==> src/rtl/disp_timing_pkg.sv <==
package disp_timing_pkg;
    localparam int TW = 12;
    localparam int LW = 11;
    localparam int AW = 3;

    localparam logic [AW-1:0] A_SYNC  = 3'd0;
    localparam logic [AW-1:0] A_BPSUM = 3'd1;
    localparam logic [AW-1:0] A_ACTS  = 3'd2;
    localparam logic [AW-1:0] A_TOTAL = 3'd3;
    localparam logic [AW-1:0] A_CTRL  = 3'd4;
    localparam logic [AW-1:0] A_LMARK = 3'd5;
    localparam logic [AW-1:0] A_IEN   = 3'd6;
    localparam logic [AW-1:0] A_FCLR  = 3'd7;

    localparam int HLO = 16;
    localparam int VLO = 0;

    typedef struct packed {
        logic [TW-1:0] hsw;
        logic [TW-1:0] hbp;
        logic [TW-1:0] hact;
        logic [TW-1:0] htot;
        logic [TW-1:0] vsw;
        logic [TW-1:0] vbp;
        logic [TW-1:0] vact;
        logic [TW-1:0] vtot;
        logic [LW-1:0] lmark;
        logic          en;
        logic          hpol;
        logic          vpol;
        logic          dpol;
        logic          cpol;
        logic          lm_ie;
    } tcfg_t;
endpackage

==> src/rtl/timing_cfg_regs.sv <==
module timing_cfg_regs
    import disp_timing_pkg::*;
(
    input  logic          clk,
    input  logic          rst_n,
    input  logic          wr_i,
    input  logic [AW-1:0] addr_i,
    input  logic [31:0]   wdata_i,
    output tcfg_t         cfg_o,
    output logic          clr_o
);
    tcfg_t cfg_d, cfg_q;

    always_comb begin
        cfg_d = cfg_q;
        clr_o = 1'b0;
        if (wr_i) begin
            unique case (addr_i)
                A_SYNC: begin
                    cfg_d.hsw = wdata_i[HLO +: TW];
                    cfg_d.vsw = wdata_i[VLO +: TW];
                end
                A_BPSUM: begin
                    cfg_d.hbp = wdata_i[HLO +: TW];
                    cfg_d.vbp = wdata_i[VLO +: TW];
                end
                A_ACTS: begin
                    cfg_d.hact = wdata_i[HLO +: TW];
                    cfg_d.vact = wdata_i[VLO +: TW];
                end
                A_TOTAL: begin
                    cfg_d.htot = wdata_i[HLO +: TW];
                    cfg_d.vtot = wdata_i[VLO +: TW];
                end
                A_CTRL: begin
                    cfg_d.en   = wdata_i[0];
                    cfg_d.cpol = wdata_i[28];
                    cfg_d.dpol = wdata_i[29];
                    cfg_d.vpol = wdata_i[30];
                    cfg_d.hpol = wdata_i[31];
                end
                A_LMARK: cfg_d.lmark = wdata_i[LW-1:0];
                A_IEN:   cfg_d.lm_ie = wdata_i[0];
                A_FCLR:  clr_o       = wdata_i[0];
                default: ;
            endcase
        end
    end

    always_ff @(posedge clk or negedge rst_n) begin
        if (!rst_n) cfg_q <= '0;
        else        cfg_q <= cfg_d;
    end

    assign cfg_o = cfg_q;
endmodule

==> src/rtl/timing_counters.sv <==
module timing_counters #(
    parameter int W = 12
) (
    input  logic         clk,
    input  logic         rst_n,
    input  logic         en_i,
    input  logic         ce_i,
    input  logic [W-1:0] htot_i,
    input  logic [W-1:0] vtot_i,
    output logic [W-1:0] hcnt_o,
    output logic [W-1:0] vcnt_o,
    output logic         line_start_o
);
    typedef struct packed {
        logic [W-1:0] h;
        logic [W-1:0] v;
    } cnt_t;

    cnt_t cnt_d, cnt_q;

    always_comb begin
        cnt_d = cnt_q;
        if (!en_i) begin
            cnt_d = '0;
        end else if (ce_i) begin
            if (cnt_q.h >= htot_i) begin
                cnt_d.h = '0;
                cnt_d.v = (cnt_q.v >= vtot_i) ? '0 : cnt_q.v + 1'b1;
            end else begin
                cnt_d.h = cnt_q.h + 1'b1;
            end
        end
    end

    always_ff @(posedge clk or negedge rst_n) begin
        if (!rst_n) cnt_q <= '0;
        else        cnt_q <= cnt_d;
    end

    assign hcnt_o       = cnt_q.h;
    assign vcnt_o       = cnt_q.v;
    assign line_start_o = en_i && ce_i && (cnt_q.h == '0);

    AST_OFF_CLEARS: assert property (@(posedge clk) disable iff (!rst_n)
        !en_i |=> (hcnt_o == '0 && vcnt_o == '0));
    AST_NO_CE_HOLD: assert property (@(posedge clk) disable iff (!rst_n)
        (en_i && !ce_i) |=> ($stable(hcnt_o) && $stable(vcnt_o)));
    AST_H_STEP: assert property (@(posedge clk) disable iff (!rst_n)
        (en_i && ce_i && hcnt_o < htot_i) |=> (hcnt_o == $past(hcnt_o) + 1'b1));
endmodule

==> src/rtl/sync_decode.sv <==
module sync_decode
    import disp_timing_pkg::*;
(
    input  tcfg_t         cfg_i,
    input  logic [TW-1:0] hcnt_i,
    input  logic [TW-1:0] vcnt_i,
    output logic [3:0]    status_o,
    output logic          hsync_o,
    output logic          vsync_o,
    output logic          de_o
);
    logic hs, vs, hde, vde;

    always_comb begin
        hs  = cfg_i.en && (hcnt_i < cfg_i.hsw);
        vs  = cfg_i.en && (vcnt_i < cfg_i.vsw);
        hde = cfg_i.en && (hcnt_i >= cfg_i.hbp) && (hcnt_i < cfg_i.hact);
        vde = cfg_i.en && (vcnt_i >= cfg_i.vbp) && (vcnt_i < cfg_i.vact);
        status_o = {hs, vs, hde, vde};
        hsync_o  = cfg_i.hpol ? hs : ~hs;
        vsync_o  = cfg_i.vpol ? vs : ~vs;
        de_o     = cfg_i.dpol ? (hde & vde) : ~(hde & vde);
    end
endmodule

==> src/rtl/line_mark_irq.sv <==
module line_mark_irq #(
    parameter int W  = 12,
    parameter int LW = 11
) (
    input  logic          clk,
    input  logic          rst_n,
    input  logic          line_start_i,
    input  logic [W-1:0]  vcnt_i,
    input  logic [LW-1:0] lmark_i,
    input  logic          clr_i,
    input  logic          ie_i,
    output logic          flag_o,
    output logic          irq_o
);
    logic match;
    logic flag_d, flag_q;

    always_comb begin
        match  = line_start_i && (vcnt_i == W'(lmark_i));
        flag_d = flag_q;
        if (match)      flag_d = 1'b1;
        else if (clr_i) flag_d = 1'b0;
    end

    always_ff @(posedge clk or negedge rst_n) begin
        if (!rst_n) flag_q <= 1'b0;
        else        flag_q <= flag_d;
    end

    assign flag_o = flag_q;
    assign irq_o  = flag_q & ie_i;

    AST_SET_WINS: assert property (@(posedge clk) disable iff (!rst_n)
        match |=> flag_o);
    AST_CLR_WORKS: assert property (@(posedge clk) disable iff (!rst_n)
        (clr_i && !match) |=> !flag_o);
endmodule

==> src/rtl/disp_timing_gen.sv <==
module disp_timing_gen
    import disp_timing_pkg::*;
(
    input  logic          clk,
    input  logic          rst_n,
    input  logic          pix_ce,
    input  logic          reg_wr,
    input  logic [AW-1:0] reg_addr,
    input  logic [31:0]   reg_wdata,
    output logic          hsync_o,
    output logic          vsync_o,
    output logic          de_o,
    output logic          pclk_pol_o,
    output logic [31:0]   pos_o,
    output logic [3:0]    status_o,
    output logic          lm_flag_o,
    output logic          irq_o
);
    localparam int PW = 16;

    tcfg_t         cfg;
    logic          clr;
    logic [TW-1:0] hcnt, vcnt;
    logic          line_start;

    timing_cfg_regs u_regs (
        .clk     (clk),
        .rst_n   (rst_n),
        .wr_i    (reg_wr),
        .addr_i  (reg_addr),
        .wdata_i (reg_wdata),
        .cfg_o   (cfg),
        .clr_o   (clr)
    );

    timing_counters #(.W(TW)) u_cnt (
        .clk          (clk),
        .rst_n        (rst_n),
        .en_i         (cfg.en),
        .ce_i         (pix_ce),
        .htot_i       (cfg.htot),
        .vtot_i       (cfg.vtot),
        .hcnt_o       (hcnt),
        .vcnt_o       (vcnt),
        .line_start_o (line_start)
    );

    sync_decode u_dec (
        .cfg_i    (cfg),
        .hcnt_i   (hcnt),
        .vcnt_i   (vcnt),
        .status_o (status_o),
        .hsync_o  (hsync_o),
        .vsync_o  (vsync_o),
        .de_o     (de_o)
    );

    line_mark_irq #(.W(TW), .LW(LW)) u_lm (
        .clk          (clk),
        .rst_n        (rst_n),
        .line_start_i (line_start),
        .vcnt_i       (vcnt),
        .lmark_i      (cfg.lmark),
        .clr_i        (clr),
        .ie_i         (cfg.lm_ie),
        .flag_o       (lm_flag_o),
        .irq_o        (irq_o)
    );

    assign pclk_pol_o = cfg.cpol;
    assign pos_o      = {PW'(hcnt), PW'(vcnt)};

    AST_OFF_STATUS_ZERO: assert property (@(posedge clk) disable iff (!rst_n)
        (reg_wr && reg_addr == A_CTRL && !reg_wdata[0]) |=> (status_o == 4'd0));
endmodule

==> config.mk <==
export PLATFORM = sky130hd
export DESIGN_NAME = disp_timing_gen
export DESIGN_NICKNAME = d
export VERILOG_FILES = /design/src/rtl/disp_timing_pkg.sv /design/src/rtl/timing_cfg_regs.sv /design/src/rtl/timing_counters.sv /design/src/rtl/sync_decode.sv /design/src/rtl/line_mark_irq.sv /design/src/rtl/disp_timing_gen.sv
export SDC_FILE = /design/constraint.sdc
export NUM_CORES = 1
export LEC_CHECK = 0
export BUFFER_PORTS_ARGS = -buffer_cell sky130_fd_sc_hd__buf_2
export CORE_UTILIZATION = 64
export CTS_BUF_LIST = sky130_fd_sc_hd__clkbuf_16
export CTS_CLUSTER_DIAMETER = 150
export DETAILED_ROUTE_END_ITERATION = 10
export HOLD_SLACK_MARGIN = 0.12
export PLACE_DENSITY = 0.88
export SLEW_MARGIN = 25
export SYNTH_ARGS = -nofsm -noshare
export SYNTH_HDL_FRONTEND = slang
export SYNTH_SLANG_ARGS = --single-unit
==> constraint.sdc <==
create_clock -name clk -period 5.2 [get_ports clk]
set_input_delay 1.04 -clock clk [delete_from_list [all_inputs] [get_ports clk]]
set_output_delay 1.04 -clock clk [all_outputs]
set_load 0.01 [all_outputs]
Yosys cells after proc, flatten, opt, wreduce, memory -nomap -nowiden
Index checks and enable logic that the tools add are counted.
{"block": "word_totals", "output_inout_bits": 42, "register_bits": 138, "in_bits": 39}
{"block": "op_classes", "order_cmp": 8, "add_sub_neg": 2, "eq_ne": 10, "mux": 12, "n_reduce_logical": 20, "bitwise": 5}
{"operator": "12-bit greater-or-equal comparator", "n": 4}
{"operator": "12-bit < comparator", "n": 4}
{"operator": "24-bit two-way mux", "n": 2}
{"operator": "12-bit two-way mux", "n": 3}
{"operator": "12-bit by 1-bit adder with 12-bit output (second input constant)", "n": 2}
{"operator": "2-bit AND reduction", "n": 8}
{"operator": "12-bit by 11-bit == test with 1-bit output", "n": 1}
{"operator": "3-bit == test (second input constant)", "n": 4}
{"operator": "12-bit logical NOT", "n": 1}
{"operator": "1-bit logical AND", "n": 9}
{"operator": "1-bit two-way mux", "n": 7}
{"operator": "3-bit by 2-bit == test with 1-bit output (second input constant)", "n": 2}
{"operator": "3-bit by 1-bit == test with 1-bit output (second input constant)", "n": 1}
{"operator": "3-bit logical NOT", "n": 1}
{"operator": "1-bit inverter", "n": 3}
{"operator": "1-bit bitwise AND", "n": 2}
{"operator": "2-bit by 1-bit inequality test with 1-bit output (second input constant)", "n": 1}
{"operator": "2-bit inequality test (second input constant)", "n": 1}
{"operator": "2-bit nonzero test", "n": 1}

Longest topological paths before layout
{"block": "logic_depth", "word_depth": 6, "ltp_mapped": 9, "mapped_depth_nobuf": 8}

Hierarchy
A second synthesis with hierarchy kept.
{"block": "hier_totals", "cells_unflattened": 728, "area_unflattened_um2": 8204.1}
{"module": "timing_cfg_regs", "seq_area_each_um2": 2827.7, "area_each_um2": 4330.4, "cells_each": 251, "instances": 1}
{"module": "timing_counters", "seq_area_each_um2": 600.6, "area_each_um2": 1838.0, "cells_each": 207, "instances": 1}
{"module": "sync_decode", "seq_area_each_um2": 0.0, "area_each_um2": 1801.7, "cells_each": 242, "instances": 1}
{"module": "line_mark_irq", "seq_area_each_um2": 25.0, "area_each_um2": 170.2, "cells_each": 19, "instances": 1}
{"module": "disp_timing_gen", "seq_area_each_um2": 0.0, "area_each_um2": 63.8, "cells_each": 9, "instances": 1}

Worst setup path before layout
No wires, ideal clock.
{"block": "synth_timing", "path_kind": "register -> output", "from": "reg u_cnt.cnt_q, in the netlist u_cnt.vcnt_o[0]", "to": "out de_o", "required_ps": 4160, "slack_ps": 1905, "t_arrival_ps": 2255, "path_buffers": 0, "stages_incl_launch_ff": 9, "cell_sequence": "dfrtp_1 > inv_1 > ha_1 > nand2b_4 > a2111oi_2 > a2111oi_1 > or4_4 > nand4_1 > xor2_1"}
{"block": "synth_between", "elab_chain_len": 6, "elab_cells_between_ends": 7, "cone_classes": "2 x order compare; 1 x mux; 2 x bitwise; 2 x reduce/logical"}
{"element": "start, declared", "line_no": "timing_counters.sv:19", "rtl": "cnt_t cnt_d, cnt_q;"}
{"element": "start signal, assigned", "line_no": "timing_counters.sv:37", "rtl": "else cnt_q <= cnt_d;"}
{"element": "12-bit greater-or-equal comparator", "line_no": "sync_decode.sv:18", "rtl": "vde = cfg_i.en && (vcnt_i >= cfg_i.vbp) && (vcnt_i < cfg_i.vact);"}
{"element": "1-bit logical AND", "line_no": "sync_decode.sv:18"}
{"element": "1-bit logical AND *", "line_no": "sync_decode.sv:18"}
{"element": "1-bit bitwise AND *", "line_no": "sync_decode.sv:22", "rtl": "de_o = cfg_i.dpol ? (hde & vde) : ~(hde & vde);"}
{"element": "1-bit inverter", "line_no": "sync_decode.sv:22"}
{"element": "1-bit two-way mux *", "line_no": "sync_decode.sv:22"}
{"element": "end, declared", "line_no": "disp_timing_gen.sv:12", "rtl": "output logic de_o,"}
Every way passes the cells marked *; elsewhere a longest branch is shown, timed or not.

Worst setup path in the final report
Same ends and word-level chain as after synthesis.

==> metrics.md <==
| Metric | Value |
|---|---|
| Post-CTS setup repair buffer count | 0 |
| Max-slew violation count | 0 |
| GP Congestion | 0.813 |
| Relative slew slack | 39.4% |
| H-tree depth | 4 |
| Data required, critical path | 4.16 ns |
| Residual DRC count | 0 |
| Clock tree buffer depth | 2 |
| Endpoints failing hold | 0 |
| Initial antenna violation count | 2 |
| Cts bufs inserted | 17 |
| Die W | 114 um |
| Fmax | 252 MHz |
| Leading area contributor after synthesis | dfrtp_1 |
| RSZ-0062 raised after global routing | false |
| Final core occ | 74.6% |
| CTS sink cnt | 138 |
| # hold bufs at CTS | 0 |
| # setup viols final | 0 |
| Gr ovfl total | 0 |
| First-pass DRT Iterations | 5 |
| Initial Utilization | 65.9% |
| Synthesized area | 7990 um2 |
| VDD IR-drop max | 0.206 mV |
| Nets | 1020 |
| Crit end category | output port |
| Least-Margin Pin Slew | 0.905 ns |
| Initial DRC Count | 474 |
| Distinct cell type count after synthesis | 50 |
| Highest routed layer | met4 |
| Clock Latency Late Sink | 0.42 ns |
| Worst Path Arrival | 2.93 ns |
| Clock Tree Root | clkbuf_16 |
| TritonCTS clock tree | yes |
| First-pass GRT wire length | 30300 um |
| Proportion of layout cells with a drive suffix above 1 | 17.1% |
| Num rows | 40 |
| Post-synth EDFFs | 0 |
| Post-DRT Antenna Nets | 0 |
| Routed WL | 18300 um |
| Die area | 12900 um2 |
| Status | complete, no violations |
| Die height | 114 um |
| IO Count | 81 |
| Number of global-route vias before repair | 6284 |
| Pwr dens | 378 nW/um2 |
| DR WL met3 | 991 um |
| Layout overhead on the synthesized area | 13.1% |
| Crit path max fanout | 7 |
| DP Wirelength | 12500 um |
| Critical Path Start Type | register |
| Synth Instances | 820 |
| Post-synthesis sequential area ratio | 43.2% |
| Number of max-cap violations | 0 |
| Global Route Usage Sum | 30.5% |
| Post-CTS Resized | 0 |
| M1 wire length | 8180 um |
| DR WL met2 | 8650 um |
| Leakage | 0.00462 uW |
| Core Area | 12100 um2 |
| Final period utilization | 76.3% |
| Syn. warnings | 0 |
| Pin count of the biggest net entering global routing | 107 |
| Critical path class | reg -> out |
| Vias per cell | 5.86 |
| Ys flop type | dfrtp_1 |
| Min cycle time layout | 3.97 ns |
| Reg clk slew, reported paths | 0.06 ns |
| TNS Setup | 0 ns |
| Clock Skews | 0.00941 ns |
| Syn_area_per_cell | 9.74 um2 |
| Via count | 6260 |
| Per-cell routed wire length | 17.2 um |
| #FFs+latches synth | 138 |
| HP Class | reg -> reg |
| Post-synth top area share | 43.2% |
| Synth area leaders | dfrtp_1 43%, ha_1 15%, mux2_2 6.8%, o21ai_0 5.2%, inv_1 4.6% |
| Async set or reset register ratio after synthesis | 100% |
| Number of port buffers | 68 |
## flip-flops by register name, summed over array words and instances (netlist names)
name,flops
u_cnt.hcnt_o,12
u_cnt.vcnt_o,12
u_lm.flag_o,1
u_regs.cfg_o,113
## metal layers
layer	global-route usage (%)	vias to the layer above
met5	0	-
met4	13.6	0
met3	6.16	46
met2	49.4	213
met1	39.8	3064
li1	-	2937
## critical path, cell delays in order, from the launching register on
cell,delay [ns]
dfrtp_1,0.50
inv_1,0.14
ha_1,0.30
nand2b_4,0.14
a2111oi_2,0.35
a2111oi_1,0.15
or4_4,0.53
nand4_1,0.11
xor2_1,0.14
buf_2,0.14
## through the flow
step	worst slack (ns)	hold WS (ns)	instance area, um2	power, uW	cells
2_1_floorplan	1.90	0.470	8010	1970	827
3_3_place_gp	1.67	0.484	8460	2170	1035
5_1_grt	1.09	0.510	9030	3600	1068
6_report	1.23	0.496	9030	3410	1068
4_1_cts	1.23	0.500	9020	3410	1066
3_5_place_dp	1.69	0.488	8460	2230	1035
## cell usage in the layout, fill, tap and decap left out, types with 3 or more instances in the layout
cell	instances
xnor2_1	6
nand4_1	14
nor2b_1	14
nand2_1	93
nor2_1	28
mux2_2	48
nor3b_1	4
and3_1	8
a21oi_1	33
buf_4	6
nand3_1	17
o31ai_1	3
o22ai_1	3
bufinv_16	3
clkinv_1	3
a21o_1	12
buf_2	67
conb_1	8
o21ai_0	83
nor4_1	4
ha_1	95
dfrtp_1	138
nor3_1	5
inv_1	101
clkinv_2	4
xor2_1	15
o21ai_1	6
a22o_1	12
and2_1	3
clkbuf_16	17
nand2b_1	11
## power breakdown
part | switching [uW] | leakage (uW) | internal, uW
sequential | 128 | 0.00171 | 1280
clock | 443 | 0.000288 | 736
combinational | 468 | 0.00262 | 363
## synthesized netlist by cell type (all sizes together), types with 4 or more instances
cell type / n
a21o: 12
a21oi: 33
a22o: 12
and3: 8
buf: 16
clkbuf: 18
dfrtp: 138
ha: 95
inv: 98
mux2: 48
nand2: 93
nand2b: 12
nand3: 17
nand4: 14
nor2: 28
nor2b: 14
nor3: 7
nor3b: 6
nor4: 4
o21ai: 89
xnor2: 6
xor2: 15
## area by class of cell
cell class,instances,area [um2]
Antenna cell,2,5.00
Clock buffer,17,425
Clock inverter,14,140
Fill cell,822,3080
Inverter,98,368
Multi-Input combinational cell,557,4040
Sequential cell,138,3450
Tap cell,168,210
Timing Repair Buffer,74,394
## kinds of logic after synthesis
group	after synthesis	share of synthesized area, %
compound gates	168	12.4
fa+ha+maj	95	14.9
flops	138	43.2
xor+xnor	21	2.30
other cells	1	0.0470
mux	48	6.77
buf+inv	132	6.83
simple gates	217	13.5
## worst paths after layout
kind	from	endpoint	slack (ns)	cells after the start
min	u_regs.cfg_o[77]	u_regs.cfg_o[77]	0.50	1
max	u_cnt.vcnt_o[0]	de_o	1.23	9
min in group asynchronous	rst_n	u_regs.cfg_o[106]	0.72	1
max in group asynchronous	rst_n	u_regs.cfg_o[45]	3.50	2
max reg2reg	u_cnt.vcnt_o[5]	u_cnt.vcnt_o[0]	2.27	8
min reg2reg	u_regs.cfg_o[77]	u_regs.cfg_o[77]	0.50	1
(Power assumes the default switching activity.)
